==> src/rtl/vm_pkg.sv <==
package vm_pkg;

  // Vector index width, never below one bit.
  function automatic int f_viw(input int n);
    return (n > 1) ? $clog2(n) : 1;
  endfunction

  // Pending array size in dwords, rounded up to whole 64-bit units.
  function automatic int f_pba_dw(input int n);
    return ((n + 63) / 64) * 2;
  endfunction

  // Effective mask of one vector.
  function automatic logic f_masked(input logic en, input logic mall, input logic vmask);
    return !en || mall || vmask;
  endfunction

  typedef struct packed {
    logic [31:0] hi;
    logic [31:0] lo;
    logic [31:0] dat;
  } vm_entry_t;

endpackage

==> src/rtl/vm_table.sv <==
module vm_table import vm_pkg::*; #(
  parameter int NVEC = 8
) (
  input  logic                     clk,
  input  logic                     rst_n,
  input  logic                     wr_en,
  input  logic [f_viw(NVEC)+1:0]   addr,
  input  logic [31:0]              wdata,
  output logic [31:0]              rdata,
  input  logic [f_viw(NVEC)-1:0]   ld_vec,
  output vm_entry_t                ld_ent,
  output logic [NVEC-1:0]          vmask
);
  localparam int VIW = f_viw(NVEC);
  localparam logic [VIW:0] NV_L = NVEC[VIW:0];

  vm_entry_t tbl [NVEC];

  logic [VIW-1:0] vi;
  logic [1:0]     wsel;
  logic           vi_ok;

  assign vi    = addr[VIW+1:2];
  assign wsel  = addr[1:0];
  assign vi_ok = ({1'b0, vi} < NV_L);

  always_ff @(posedge clk) begin
    if (!rst_n) begin
      for (int v = 0; v < NVEC; v++) tbl[v] <= '0;
      vmask <= '1;
    end else if (wr_en && vi_ok) begin
      case (wsel)
        2'd0:    tbl[vi].lo  <= wdata;
        2'd1:    tbl[vi].hi  <= wdata;
        2'd2:    tbl[vi].dat <= wdata;
        default: vmask[vi]   <= wdata[0];
      endcase
    end
  end

  always_comb begin
    rdata = '0;
    if (vi_ok) begin
      case (wsel)
        2'd0:    rdata = tbl[vi].lo;
        2'd1:    rdata = tbl[vi].hi;
        2'd2:    rdata = tbl[vi].dat;
        default: rdata = {31'd0, vmask[vi]};
      endcase
    end
  end

  assign ld_ent = tbl[ld_vec];

endmodule

==> src/rtl/vm_use_cnt.sv <==
module vm_use_cnt import vm_pkg::*; #(
  parameter int NVEC = 8,
  parameter int UCW  = 4
) (
  input  logic                   clk,
  input  logic                   rst_n,
  input  logic                   inc,
  input  logic                   dec,
  input  logic [f_viw(NVEC)-1:0] vec,
  output logic [NVEC-1:0]        used,
  output logic                   zero_fire
);
  localparam int VIW = f_viw(NVEC);
  localparam logic [UCW-1:0] CMAX = '1;
  localparam logic [VIW:0] NV_L = NVEC[VIW:0];

  logic [UCW-1:0] cnt [NVEC];
  logic           up, dn;

  assign up = inc && !dec && ({1'b0, vec} < NV_L);
  assign dn = dec && !inc && ({1'b0, vec} < NV_L);

  for (genvar v = 0; v < NVEC; v++) begin : g_cnt
    always_ff @(posedge clk) begin
      if (!rst_n) cnt[v] <= '0;
      else if (up && vec == VIW'(v) && cnt[v] != CMAX) cnt[v] <= cnt[v] + 1'b1;
      else if (dn && vec == VIW'(v) && cnt[v] != '0)   cnt[v] <= cnt[v] - 1'b1;
    end
    assign used[v] = (cnt[v] != '0);
  end

  assign zero_fire = dn && (cnt[vec] == UCW'(1));

endmodule

==> src/rtl/vm_pick.sv <==
module vm_pick import vm_pkg::*; #(
  parameter int NVEC = 8
) (
  input  logic                   clk,
  input  logic                   rst_n,
  input  logic [NVEC-1:0]        req,
  output logic                   any,
  output logic [f_viw(NVEC)-1:0] idx
);
  localparam int VIW = f_viw(NVEC);

  always_comb begin
    any = 1'b0;
    idx = '0;
    for (int i = NVEC - 1; i >= 0; i--) begin
      if (req[i]) begin
        any = 1'b1;
        idx = VIW'(i);
      end
    end
  end

  // the chosen vector is one that asked
  p_pick_hit_r6: assert property (@(posedge clk) disable iff (!rst_n)
    any |-> req[idx]);

endmodule

==> src/rtl/vecmsg_ctrl.sv <==
module vecmsg_ctrl import vm_pkg::*; #(
  parameter int NVEC = 8,
  parameter int UCW  = 4
) (
  input  logic                   clk,
  input  logic                   rst_n,
  input  logic                   reg_wr,
  input  logic                   reg_sel,
  input  logic [f_viw(NVEC)+1:0] reg_addr,
  input  logic [31:0]            reg_wdata,
  output logic [31:0]            reg_rdata,
  input  logic                   fn_enable,
  input  logic                   fn_mask_all,
  input  logic                   use_inc,
  input  logic                   use_dec,
  input  logic [f_viw(NVEC)-1:0] use_vec,
  input  logic                   req_valid,
  input  logic [f_viw(NVEC)-1:0] req_vec,
  output logic                   msg_valid,
  input  logic                   msg_ready,
  output logic [63:0]            msg_addr,
  output logic [31:0]            msg_data,
  output logic [f_viw(NVEC)-1:0] msg_vec
);
  localparam int VIW      = f_viw(NVEC);
  localparam int RAW      = VIW + 2;
  localparam int PBA_DW   = f_pba_dw(NVEC);
  localparam int PBA_BITS = PBA_DW * 32;
  localparam logic [VIW:0] NV_L = NVEC[VIW:0];

  logic [NVEC-1:0]     vmask, used, eff_mask, elig, pend, pend_n;
  logic                zero_fire;
  logic                pick_any;
  logic [VIW-1:0]      pick_idx, load_vec;
  logic                out_free, req_ok, req_unm, drain_go, direct_go, load_go;
  logic [31:0]         tbl_rd, pba_rd;
  logic [PBA_BITS-1:0] pend_full;
  vm_entry_t           ld_ent;

  vm_table #(.NVEC(NVEC)) u_tbl (
    .clk(clk), .rst_n(rst_n), .wr_en(reg_wr && !reg_sel), .addr(reg_addr),
    .wdata(reg_wdata), .rdata(tbl_rd), .ld_vec(load_vec), .ld_ent(ld_ent),
    .vmask(vmask)
  );

  vm_use_cnt #(.NVEC(NVEC), .UCW(UCW)) u_use (
    .clk(clk), .rst_n(rst_n), .inc(use_inc), .dec(use_dec), .vec(use_vec),
    .used(used), .zero_fire(zero_fire)
  );

  for (genvar v = 0; v < NVEC; v++) begin : g_mask
    assign eff_mask[v] = f_masked(fn_enable, fn_mask_all, vmask[v]);
  end

  assign elig = pend & ~eff_mask & used;

  vm_pick #(.NVEC(NVEC)) u_pick (
    .clk(clk), .rst_n(rst_n), .req(elig), .any(pick_any), .idx(pick_idx)
  );

  // Delivery decisions
  assign out_free  = !msg_valid || msg_ready;
  assign req_ok    = req_valid && ({1'b0, req_vec} < NV_L) && used[req_vec];
  assign req_unm   = req_ok && !eff_mask[req_vec];
  assign drain_go  = out_free && pick_any;
  assign direct_go = out_free && !pick_any && req_unm;
  assign load_go   = drain_go || direct_go;
  assign load_vec  = drain_go ? pick_idx : req_vec;

  always_comb begin
    pend_n = pend;
    if (drain_go)            pend_n[pick_idx] = 1'b0;
    if (req_ok && !direct_go) pend_n[req_vec] = 1'b1;
    if (zero_fire)           pend_n[use_vec]  = 1'b0;
  end

  always_ff @(posedge clk) begin
    if (!rst_n) pend <= '0;
    else        pend <= pend_n;
  end

  always_ff @(posedge clk) begin
    if (!rst_n) begin
      msg_valid <= 1'b0;
      msg_addr  <= '0;
      msg_data  <= '0;
      msg_vec   <= '0;
    end else if (load_go) begin
      msg_valid <= 1'b1;
      msg_addr  <= {ld_ent.hi, ld_ent.lo};
      msg_data  <= ld_ent.dat;
      msg_vec   <= load_vec;
    end else if (msg_ready) begin
      msg_valid <= 1'b0;
    end
  end

  // Pending array read: read-only, zero beyond N
  assign pend_full = PBA_BITS'(pend);

  always_comb begin
    pba_rd = '0;
    for (int j = 0; j < PBA_DW; j++) begin
      if (reg_addr == RAW'(j)) pba_rd = pend_full[j*32 +: 32];
    end
  end

  assign reg_rdata = reg_sel ? pba_rd : tbl_rd;

  // nothing leaves while effectively masked
  p_load_unmasked_r4: assert property (@(posedge clk) disable iff (!rst_n)
    load_go |-> !eff_mask[load_vec]);

  // only vectors in use produce messages
  p_load_used_r8: assert property (@(posedge clk) disable iff (!rst_n)
    load_go |-> used[load_vec]);

  // a stalled message holds its contents
  p_hold_r7: assert property (@(posedge clk) disable iff (!rst_n)
    (msg_valid && !msg_ready) |=> (msg_valid && $stable(msg_addr)
                                   && $stable(msg_data) && $stable(msg_vec)));

  // releasing the last use leaves no pending bit
  p_unuse_clear_r8: assert property (@(posedge clk) disable iff (!rst_n)
    zero_fire |=> !pend[$past(use_vec)]);

endmodule

==> config.mk <==
export PLATFORM = sky130hd
export DESIGN_NAME = vecmsg_ctrl
export DESIGN_NICKNAME = d
export VERILOG_FILES = /design/src/rtl/vm_pkg.sv /design/src/rtl/vm_table.sv /design/src/rtl/vm_use_cnt.sv /design/src/rtl/vm_pick.sv /design/src/rtl/vecmsg_ctrl.sv
export SDC_FILE = /design/constraint.sdc
export NUM_CORES = 2
export LEC_CHECK = 0
export ABC_AREA = 0
export BUFFER_PORTS_ARGS = -buffer_cell sky130_fd_sc_hd__buf_4
export CAP_MARGIN = 20
export CORE_ASPECT_RATIO = 1.2
export CORE_MARGIN = 5
export CORE_UTILIZATION = 63
export DETAILED_ROUTE_END_ITERATION = 8
export PLACE_DENSITY_LB_ADDON = 0.05
export SYNTH_ARGS = -nofsm -noshare
export SYNTH_HDL_FRONTEND = slang
export SYNTH_SLANG_ARGS = --single-unit
==> constraint.sdc <==
create_clock -name clk -period 6.14 [get_ports clk]
set_input_delay 0.614 -clock clk [delete_from_list [all_inputs] [get_ports clk]]
set_output_delay 0.614 -clock clk [all_outputs]
set_load 0.05 [all_outputs]
==> flow_summary.ini <==
[run_status]
status = complete, no violations

[setup_path]
crit_path_end = reg_rdata[7]
r2r_cells = 11
crit_arrival_ns = 3.78
r2r_end = msg_addr[21]
cp-end-kind = output pin
cp-startpoint = reg_addr[2]
r2r_setup_slack_ns = 1.94
crit_fanout = 51
crit_required_ns = 5.53
critical_path_class = input pin to output pin
r2r-start = u_use.cnt[5][0]
cp-start-kind = input pin

[timing]
finalSetupTns_ns = 0
worst_pin_slew_ns = 1.16
max_freq_mhz = 227
maxSlewHeadroom = 0.228
rsz0062_at_grt = false
period_share = 0.716
final_max_slew_viol_count = 0
finalSetupViolCount = 0
worst_clock_skew_ns = 0.0223
post-route-min-period_ns = 4.40
timing.final.ws_setup_ns = 1.74
hold_violations = 0

[power_and_ir_drop]
power_frac_clock = 0.400
power.switching_w = 0.00374
powerDensity_nw_per_um2 = 278
intPower_w = 0.0108
peakVddDrop_mv = 0.261
comb_power_share = 0.102
p_seq_frac = 0.499
sw_frac_of_total = 0.257
p_leak_nw = 19.4

[clocking]
cts_tree = yes
postCtsSetupBuffers = 0
cts_buffers = 93
clock-sinks = 916
clk_pin_slew_ns = 0.06
clockBufferDepth = 3
ctsHtreeMaxLevel = 3
hold_buffers = 0
clock_latency_ns = 0.66
ctsResizeCount = 0
cts_root_buffer = clkbuf_16

[place]
io_buffers = 184
post-place-ws_ns = 1.88
gp_congestion = 0.921
dp_cells = 5506
post-dp-hpwl_um = 91400

[routing]
met3WireLength_um = 20800
post_drt_wl_per_cell_um = 28.5
wl_met2_um = 74200
drtIter0Drc = 5855
drc_errors = 0
vias = 39100
wirelength_um = 162000
drtAntennaViolNets = 0
drt-met1-wl_um = 56400
avgViaCountPerCell = 6.89
top_layer = met5
drtPass1Iterations = 8

[floorplanning]
initial_utilization = 0.637
io_pins = 185
die_width_um = 260
core-area_sq_um = 73900
dieArea_sq_um = 80400
die_h_um = 310
num_rows = 109

[yosys]
netlist-cell-type-count = 69
postSynthAreaPerCell_sq_um = 10.1
synth-edff-count = 800
synth_nets = 4730
synth_top_area_cell = edfxtp_1
yosysWarnings = 0
synthCells = 4660
synthArstFlopShare = 0
synth.cell_area_sq_um = 47100
netlist.area_leader.share = 0.510
synth_ff_type = edfxtp_1
seq_area_frac_synth = 0.559
synth_area_leaders = edfxtp_1, and2_1, nand2_1
ys_ff_latch = 916

[cells_and_area]
nNetsFinal = 4672
drive_gt1_frac = 0.125
nFillCells = 5421
fin_cells = 5682
area_delta_synth_final_pct = 11.2

[grt]
groute.usage.overall = 0.392
grt_overflow = 0
antenna_found_initial = 6
grt_first_pass_wirelength_um = 237000
grt_max_degree = 142
grt_pass1_vias = 37900

[worst_hold_path]
hp-class = input pin to flip-flop

[flow_run]
cap_violations = 0
[power by group through the flow]
stage	Sequential, W	Combinational, W	Clock, W
2_1_floorplan	0.00737	0.000862	0
3_3_place_gp	0.00737	0.00141	0
3_5_place_dp	0.00738	0.00143	0
4_1_cts	0.00725	0.00144	0.00582
5_1_grt	0.00729	0.00156	0.00607
6_report	0.00727	0.00148	0.00582
[cell type report]
class | instances | area (sq um) | area share
clock inverters | 47 | 447 | 0.00853
well taps | 999 | 1250 | 0.0239
multi-input cells | 3280 | 19200 | 0.366
flip-flops and latches | 916 | 26300 | 0.503
clock buffers | 126 | 2660 | 0.0507
inverters | 27 | 101 | 0.00194
repair buffers | 284 | 2400 | 0.0459
diodes | 3 | 7.51 | 0.000143
[worst min path at each step]
stage | from | end | slack [ns] | cells past startpoint
floorplan | pend[0] | pend[0] | 0.46 | 2
global placement | msg_data[9] | msg_data[9] | 0.45 | 2
detailed placement | msg_addr[35] | msg_addr[35] | 0.46 | 2
CTS | reg_wdata[0] | u_tbl.vmask[7] | 0.25 | 3
global route | reg_wdata[0] | u_tbl.vmask[0] | 0.28 | 3
finish | reg_wdata[0] | u_tbl.vmask[7] | 0.27 | 3
[logic make-up (layout without fill, tap and decap cells)]
| family | after synthesis | after routing | synth area share |
|---|---|---|---|
| buf+inv | 464 | 484 | 0.0430 |
| other cells | 0 | 3 | 0 |
| flops | 916 | 916 | 0.559 |
| xor+xnor | 2 | 2 | 0.000372 |
| fa+ha+maj | 17 | 17 | 0.00467 |
| simple gates | 2489 | 2489 | 0.270 |
| mux | 18 | 18 | 0.00606 |
| compound gates | 754 | 754 | 0.117 |
[cell usage after synthesis, types with 8 or more instances]
master and n:
nand2_1 918, edfxtp_1 800, and2_1 756, nand3_1 442, a22oi_1 349, clkbuf_1 337, dfxtp_1 116, nor2_1 113
a21oi_1 98, a32oi_1 95, o21ai_0 75, nand3_2 72, nand4_1 71, buf_2 51, nor3_1 35, a221oi_1 29
buf_1 28, inv_1 27, a22o_1 21, a31oi_1 21, ha_1 16, nor2b_1 16, nand2b_1 15, a41oi_1 13
nor3b_1 13, buf_6 11, and3_1 10, o22a_1 9, or3_1 9, buf_12 8
[stage by stage]
stage          power [W]  instance area, sq um  hold slack [ns]   util
5_1_grt           0.0149                 52400            0.278  0.708
3_3_place_gp     0.00879                 49200            0.452  0.666
4_1_cts           0.0145                 52400            0.252  0.708
6_report          0.0146                 52400            0.274  0.709
3_5_place_dp     0.00882                 49300            0.456  0.666
2_1_floorplan    0.00823                 47100            0.461      -
[layer usage]
metal | vias up | track usage
li1 | 16700 | -
met2 | 3157 | 0.629
met1 | 18600 | 0.503
met3 | 719 | 0.0821
met4 | 4 | 0.221
met5 | - | 0
[worst max-delay path, stage by stage]
cell	delay, ns
buf_4	0.22
nor2b_1	0.35
and2_4	0.85
buf_4	0.58
a22oi_1	0.18
nand4_1	0.16
a21oi_1	0.07
o21ai_0	0.36
buf_4	0.28
[flip-flops by register name (all words and copies together), names as in the netlist]
name	flops
u_tbl.tbl	768
msg_addr	64
msg_data	32
u_use.cnt	32
pend	8
u_tbl.vmask	8
msg_vec	3
msg_valid	1
[placed cells by master (no fill, tap or decap), types with 88 or more instances in the layout]
| master | count |
|---|---|
| nand2_1 | 918 |
| nand3_1 | 442 |
| dfxtp_1 | 116 |
| a22oi_1 | 349 |
| a32oi_1 | 95 |
| nor2_1 | 88 |
| and2_1 | 753 |
| edfxtp_1 | 800 |
| buf_4 | 263 |
| a21oi_1 | 97 |
| clkbuf_16 | 97 |
No activity file was read; power rests on OpenSTA's default activity.
